**config.mk**
```make
export PLATFORM = sky130hd
export DESIGN_NAME = hl_boot_ctl
export DESIGN_NICKNAME = d
export VERILOG_FILES = /design/src/rtl/hl_pkg.sv /design/src/rtl/hl_frame_rx.sv /design/src/rtl/hl_reply_tx.sv /design/src/rtl/hl_boot_ctl.sv
export SDC_FILE = /design/constraint.sdc
export NUM_CORES = 1
export LEC_CHECK = 0
export ABC_AREA = 0
export BUFFER_PORTS_ARGS = -buffer_cell sky130_fd_sc_hd__buf_4
export CORE_UTILIZATION = 35
export DETAILED_ROUTE_END_ITERATION = 16
export GPL_TIMING_DRIVEN = 0
export SYNTH_ARGS = -nofsm -noshare
export SYNTH_HDL_FRONTEND = slang
export SYNTH_SLANG_ARGS = --single-unit
```
**constraint.sdc**
```tcl
create_clock -name clk -period 2.8 [get_ports clk]
set_input_delay 0.28 -clock clk [delete_from_list [all_inputs] [get_ports clk]]
set_output_delay 0.28 -clock clk [all_outputs]
set_load 0.02 [all_outputs]
```
**src/rtl/hl_pkg.sv**
```systemverilog
package hl_pkg;
  localparam logic [7:0] SYNC_BYTE = 8'h5A;
  localparam logic [7:0] ACK_BYTE  = 8'hA5;

  localparam logic [7:0] CMD_WR    = 8'h01;
  localparam logic [7:0] CMD_RD    = 8'h02;
  localparam logic [7:0] CMD_SETPC = 8'h03;
  localparam logic [7:0] CMD_GO    = 8'h04;

  localparam int FRAME_BYTES = 11;
  localparam int REPLY_BYTES = 5;

  typedef enum logic [1:0] {
    EX_IDLE,
    EX_RD1,
    EX_RD2,
    EX_REPLY
  } exec_state_t;

  typedef enum logic [1:0] {
    RT_IDLE,
    RT_SEND,
    RT_FLUSH
  } reply_state_t;

  function automatic logic cmd_known(input logic [7:0] c);
    return (c == CMD_WR) || (c == CMD_RD) || (c == CMD_SETPC) || (c == CMD_GO);
  endfunction
endpackage

```
**src/rtl/hl_frame_rx.sv**
```systemverilog
module hl_frame_rx
  import hl_pkg::*;
#(
  parameter int MEM_AW     = 12,
  parameter int IDLE_LIMIT = 65535
) (
  input  logic              clk,
  input  logic              rst,
  input  logic              rx_valid,
  input  logic [7:0]        rx_byte,
  output logic              frame_ok,
  output logic [7:0]        f_cmd,
  output logic [MEM_AW-1:0] f_addr,
  output logic [31:0]       f_data
);
  localparam int IW       = $clog2(IDLE_LIMIT + 1);
  localparam int IDX_W    = $clog2(FRAME_BYTES);
  localparam logic [IW-1:0] IDLE_MAX = IW'(IDLE_LIMIT - 1);
  localparam logic [IDX_W-1:0] IDX_CMD  = IDX_W'(1);
  localparam logic [IDX_W-1:0] IDX_DAT0 = IDX_W'(6);
  localparam logic [IDX_W-1:0] IDX_CHK  = IDX_W'(FRAME_BYTES - 1);

  logic [IDX_W-1:0]  idx;
  logic [7:0]        sum;
  logic [7:0]        cmd_r;
  logic [MEM_AW-1:0] addr_r;
  logic [31:0]       data_r;
  logic [IW-1:0]     idle_cnt;
  logic [7:0]        total;

  always_comb total = sum + rx_byte;

  always_ff @(posedge clk) begin
    if (rst) begin
      idx      <= '0;
      sum      <= '0;
      cmd_r    <= '0;
      addr_r   <= '0;
      data_r   <= '0;
      idle_cnt <= '0;
      frame_ok <= 1'b0;
      f_cmd    <= '0;
      f_addr   <= '0;
      f_data   <= '0;
    end else begin
      frame_ok <= 1'b0;
      if (rx_valid) begin
        idle_cnt <= '0;
        if (idx == '0) begin
          if (rx_byte == SYNC_BYTE) begin
            idx <= IDX_CMD;
            sum <= rx_byte;
          end
        end else if (idx == IDX_CHK) begin
          idx <= '0;
          if (total == 8'h00 && cmd_known(cmd_r)) begin
            frame_ok <= 1'b1;
            f_cmd    <= cmd_r;
            f_addr   <= addr_r;
            f_data   <= data_r;
          end
        end else begin
          sum <= total;
          idx <= idx + 1'b1;
          if (idx == IDX_CMD)
            cmd_r <= rx_byte;
          else if (idx < IDX_DAT0)
            addr_r <= MEM_AW'({addr_r, rx_byte});
          else
            data_r <= {data_r[23:0], rx_byte};
        end
      end else if (idx != '0) begin
        if (idle_cnt == IDLE_MAX) begin
          idx      <= '0;
          idle_cnt <= '0;
        end else begin
          idle_cnt <= idle_cnt + 1'b1;
        end
      end
    end
  end
endmodule

```
**src/rtl/hl_reply_tx.sv**
```systemverilog
module hl_reply_tx
  import hl_pkg::*;
#(
  parameter int NBYTES = REPLY_BYTES
) (
  input  logic                         clk,
  input  logic                         rst,
  input  logic                         load,
  input  logic [$clog2(NBYTES+1)-1:0]  load_len,
  input  logic [8*NBYTES-1:0]          load_data,
  input  logic                         tx_ready,
  output logic                         tx_valid,
  output logic [7:0]                   tx_byte,
  output logic                         done
);
  localparam int LW = $clog2(NBYTES + 1);
  localparam int DW = 8 * NBYTES;

  reply_state_t   st;
  logic [DW-1:0]  shreg;
  logic [LW-1:0]  left;
  logic           guard;

  always_ff @(posedge clk) begin
    if (rst) begin
      st       <= RT_IDLE;
      shreg    <= '0;
      left     <= '0;
      guard    <= 1'b0;
      tx_valid <= 1'b0;
      tx_byte  <= '0;
      done     <= 1'b0;
    end else begin
      done <= 1'b0;
      case (st)
        RT_IDLE: begin
          if (load) begin
            tx_byte  <= load_data[DW-1 -: 8];
            shreg    <= load_data << 8;
            left     <= load_len - 1'b1;
            tx_valid <= 1'b1;
            st       <= RT_SEND;
          end
        end
        RT_SEND: begin
          if (tx_valid && tx_ready) begin
            if (left == '0) begin
              tx_valid <= 1'b0;
              guard    <= 1'b1;
              st       <= RT_FLUSH;
            end else begin
              tx_byte <= shreg[DW-1 -: 8];
              shreg   <= shreg << 8;
              left    <= left - 1'b1;
            end
          end
        end
        RT_FLUSH: begin
          if (guard) begin
            guard <= 1'b0;
          end else if (tx_ready) begin
            done <= 1'b1;
            st   <= RT_IDLE;
          end
        end
        default: st <= RT_IDLE;
      endcase
    end
  end
endmodule

```
**src/rtl/hl_boot_ctl.sv**
```systemverilog
module hl_boot_ctl
  import hl_pkg::*;
#(
  parameter int MEM_AW     = 12,
  parameter int IDLE_LIMIT = 65535
) (
  input  logic              clk,
  input  logic              rst,
  input  logic              rx_valid,
  input  logic [7:0]        rx_byte,
  input  logic              tx_ready,
  output logic              tx_valid,
  output logic [7:0]        tx_byte,
  output logic              tx_sel,
  output logic              mem_we,
  output logic              mem_re,
  output logic [MEM_AW-1:0] mem_addr,
  output logic [31:0]       mem_wdata,
  input  logic [31:0]       mem_rdata,
  output logic              cpu_hold,
  output logic              cpu_start,
  output logic [31:0]       cpu_start_addr
);
  localparam int LW = $clog2(REPLY_BYTES + 1);
  localparam logic [LW-1:0] LEN_ACK  = LW'(1);
  localparam logic [LW-1:0] LEN_READ = LW'(REPLY_BYTES);

  logic              frame_ok;
  logic [7:0]        f_cmd;
  logic [MEM_AW-1:0] f_addr;
  logic [31:0]       f_data;

  logic                     rp_load;
  logic [LW-1:0]            rp_len;
  logic [8*REPLY_BYTES-1:0] rp_data;
  logic                     rp_done;

  exec_state_t st;
  logic        pend_start;

  hl_frame_rx #(.MEM_AW(MEM_AW), .IDLE_LIMIT(IDLE_LIMIT)) u_rx (
    .clk      (clk),
    .rst      (rst),
    .rx_valid (rx_valid),
    .rx_byte  (rx_byte),
    .frame_ok (frame_ok),
    .f_cmd    (f_cmd),
    .f_addr   (f_addr),
    .f_data   (f_data)
  );

  hl_reply_tx #(.NBYTES(REPLY_BYTES)) u_tx (
    .clk       (clk),
    .rst       (rst),
    .load      (rp_load),
    .load_len  (rp_len),
    .load_data (rp_data),
    .tx_ready  (tx_ready),
    .tx_valid  (tx_valid),
    .tx_byte   (tx_byte),
    .done      (rp_done)
  );

  always_ff @(posedge clk) begin
    if (rst) begin
      st             <= EX_IDLE;
      tx_sel         <= 1'b0;
      mem_we         <= 1'b0;
      mem_re         <= 1'b0;
      mem_addr       <= '0;
      mem_wdata      <= '0;
      cpu_hold       <= 1'b1;
      cpu_start      <= 1'b0;
      cpu_start_addr <= '0;
      pend_start     <= 1'b0;
      rp_load        <= 1'b0;
      rp_len         <= '0;
      rp_data        <= '0;
    end else begin
      mem_we    <= 1'b0;
      mem_re    <= 1'b0;
      cpu_start <= 1'b0;
      rp_load   <= 1'b0;
      case (st)
        EX_IDLE: begin
          if (frame_ok) begin
            tx_sel    <= 1'b1;
            mem_addr  <= f_addr;
            mem_wdata <= f_data;
            rp_len    <= LEN_ACK;
            rp_data   <= {ACK_BYTE, 32'h0};
            if (f_cmd == CMD_RD) begin
              mem_re <= 1'b1;
              st     <= EX_RD1;
            end else begin
              rp_load <= 1'b1;
              st      <= EX_REPLY;
              if (f_cmd == CMD_WR)
                mem_we <= cpu_hold;
              if (f_cmd == CMD_SETPC && cpu_hold)
                cpu_start_addr <= f_data;
              if (f_cmd == CMD_GO)
                pend_start <= cpu_hold;
            end
          end
        end
        EX_RD1: st <= EX_RD2;
        EX_RD2: begin
          rp_len  <= LEN_READ;
          rp_data <= {ACK_BYTE, mem_rdata};
          rp_load <= 1'b1;
          st      <= EX_REPLY;
        end
        EX_REPLY: begin
          if (rp_done) begin
            st <= EX_IDLE;
            if (pend_start) begin
              pend_start <= 1'b0;
              cpu_start  <= 1'b1;
              cpu_hold   <= 1'b0;
              tx_sel     <= 1'b0;
            end
          end
        end
        default: st <= EX_IDLE;
      endcase
    end
  end
endmodule

```
==> metrics.yaml <==
sta:
  layout_min_cycle_time_ps: 2670
  setup_viol: 0
  max_freq_mhz: 374
  min_period_over_period: 0.955
  rsz0062_at_grt: "false"
  slew_headroom: 0.347
  tightest_slew_ps: 980
  finalHoldViolations: 0
  maxSlewViolCount: 0
  holdWs_ps: 9.36
  fin_skew_ps: 20.3
cts:
  htreeDepth: 2
  clock_path_buffers: 3
  cts_tree: "built"
  cts_buffers: 34
  clkSinkCount: 300
  cts_root_buffer: "clkbuf_16"
  clock_latency_ps: 520
  clk_pin_slew_ps: 60
layout:
  fin_area_um2: 15200
  utilization: 0.452
  register_area_um2: 6010
  area_growth_pct: 26.5
  drive_gt1_frac: 0.144
  multi_input_area_um2: 5580
  nFillCells: 3291
  final_nets: 1637
route:
  viasPerCell: 4.90
  wirelength_um: 32300
  dr.pass1.iters: 5
  final_antenna_net_count: 0
  drc_errors: 0
  vias: 10000
  wl_per_cell_um: 15.8
  drt_iter0_markers: 465
synthesis:
  synth_common_cells: "dfxtp_1 (300), nand2_1 (253), a21oi_1 (150)"
  synthTopCellsByArea: "dfxtp_1 (50%), nand2_1 (7.9%), mux2i_1 (7.7%)"
  synth-main-ff-cell: "dfxtp_1"
  synth_warnings: 0
  synthCells: 1373
  synth-async-reset-ratio: 0
  syn_area_um2: 12000
  synth_top_area_cell: "dfxtp_1"
  synth_edf_count: 0
  syn_area_per_cell_um2: 8.74
  synth.top_cell.area_share: 0.500
  synth-seq-area-share: 0.500
  yosysMostFrequentCell: "dfxtp_1"
  synth_cell_types: 57
  ys_ff_latch: 300
  synthesis.nets: 1434
status:
  status: "finished, final reports clean"
power:
  leakage_nw: 5.45
  fin_total_pwr_mw: 10.4
  power_density_nw_per_um2: 683
  ir_drop_mv: 0.412
grt:
  grt-ovfl-total: 0
  grt_util_all_layers: 0.182
  grt_pass1_vias: 9751
  grt_pass1_wl_um: 51600
  antenna_found_initial: 1
  grt_max_degree: 14
placed_design:
  port_buffers: 132
  place_area_um2: 13600
  dpl.hpwl_um: 22900
  routabilityCongestion: 0.838
floorplanning:
  row_count: 67
  start_util: 0.357
  core_area_um2: 33600
  die_y_um: 187
  boundaryPins: 134
  die_w_um: 187
  die_area_um2: 35000
flow_run:
  drv_cap: 0
worst_setup_path:
  end_kind: "flop"
  startpoint_type: "flop"
  crit_type: "reg -> reg"
  cp.arrival_ps: 3120
  crit_required_ps: 3250
  crit_path_max_fanout: 5
  ff2ff_path_depth: 13
min_path:
  hp-class: "in -> reg"
  hold_depth: 3
metal layers:
layer / up-vias / GRT usage / part of all wire
li1: 5058 / - / -
met1: 4738 / 0.238 / 0.46
met2: 189 / 0.303 / 0.47
met3: 57 / 0.0328 / 0.043
met4: 0 / 0.0574 / 0.025
met5: - / 0 / 0
registers in the layout (all words and copies together) (netlist names), 3 cells and up:
register,flops
rp_data,33
cpu_start_addr,32
mem_wdata,32
u_rx.data_r,32
u_rx.f_data,32
u_tx.shreg,32
u_rx.idle_cnt,16
mem_addr,12
u_rx.addr_r,12
u_rx.f_addr,12
u_rx.cmd_r,8
u_rx.f_cmd,8
u_rx.sum,8
u_tx.tx_byte,8
u_rx.idx,4
u_tx.left,3
placed cells by master (no fill, tap or decap), drive strengths merged, types with 4 or more instances in the layout:
cell type,count
a211oi,35
a21oi,150
a22oi,33
a311oi,6
and2,6
and4,5
buf,166
clkbuf,123
clkinv,8
dfxtp,300
dlygate4sd3,23
ha,16
inv,21
mux2i,92
nand2,253
nand2b,99
nand3,16
nand3b,9
nand4,7
nor2,129
nor2b,4
nor3,8
nor3b,8
nor4,4
o21ai,12
or3,5
or4,4
xnor2,4
xor2,12
repair_timing:
| item | 4_1_cts | 5_1_grt |
|---|---|---|
| gates cloned | 2 | 0 |
| hold buffers | 23 | 0 |
| setup buffers | 9 | 1 |
| setup endpoints to repair | 52 | 56 |
| endpoints found under the hold margin | 23 | 0 |
| pin swaps | 5 | 2 |
| resized for setup | 28 | 7 |
power breakdown:
part	leakage, nW	internal [mW]	switching (mW)
Combinational	2.50	0.547	0.871
Sequential	2.42	4.50	0.143
Clock	0.539	2.56	1.76
kinds of logic after synthesis:
family	Yosys count	synth area share
flops	300	0.500
compound gates	260	0.130
buf+inv	118	0.0414
fa+ha+maj	17	0.0183
simple gates	569	0.220
mux	93	0.0776
xor+xnor	16	0.0117
through the flow:
stage / std cells / worst slack [ps] / setup TNS, ps
floorplan: 1373 / 184 / 0
global placement: 1953 / -606 / -29500
detailed placement: 1953 / -625 / -29100
CTS: 2046 / 0.671 / 0
global route: 2048 / 9.64 / 0
finish: 2048 / 127 / 0
layout make-up:
type,count,share of cell area
Antenna cell,1,0.000165
Buffer,98,0.0314
Clock buffer,48,0.0648
Clock inverter,11,0.00717
Inverter,20,0.00494
Multi-Input combinational cell,955,0.367
Sequential cell,300,0.395
Tap cell,448,0.0369
Timing Repair Buffer,167,0.0922
worst paths after layout:
check | from | endpoint | slack (ps)
max | u_rx.sum[0] | u_rx.f_data[4] | 130
min reg2reg | u_tx.shreg[11] | u_tx.shreg[11] | 450
max reg2reg | u_rx.sum[0] | u_rx.f_data[4] | 130
min | mem_rdata[14] | rp_data[14] | 9
worst max-delay path, cell delays in order (launching register included):
cell and delay, ps:
dfxtp_2 330, ha_2 170, inv_1 50, fa_2 350
nand2b_4 170, a211oi_4 270, nor4b_4 100, a2111oi_4 290
and4_4 290, buf_12 120, buf_12 110, buf_12 100
buf_16 110, mux2i_1 160
Power figures use the tool's default switching activity.
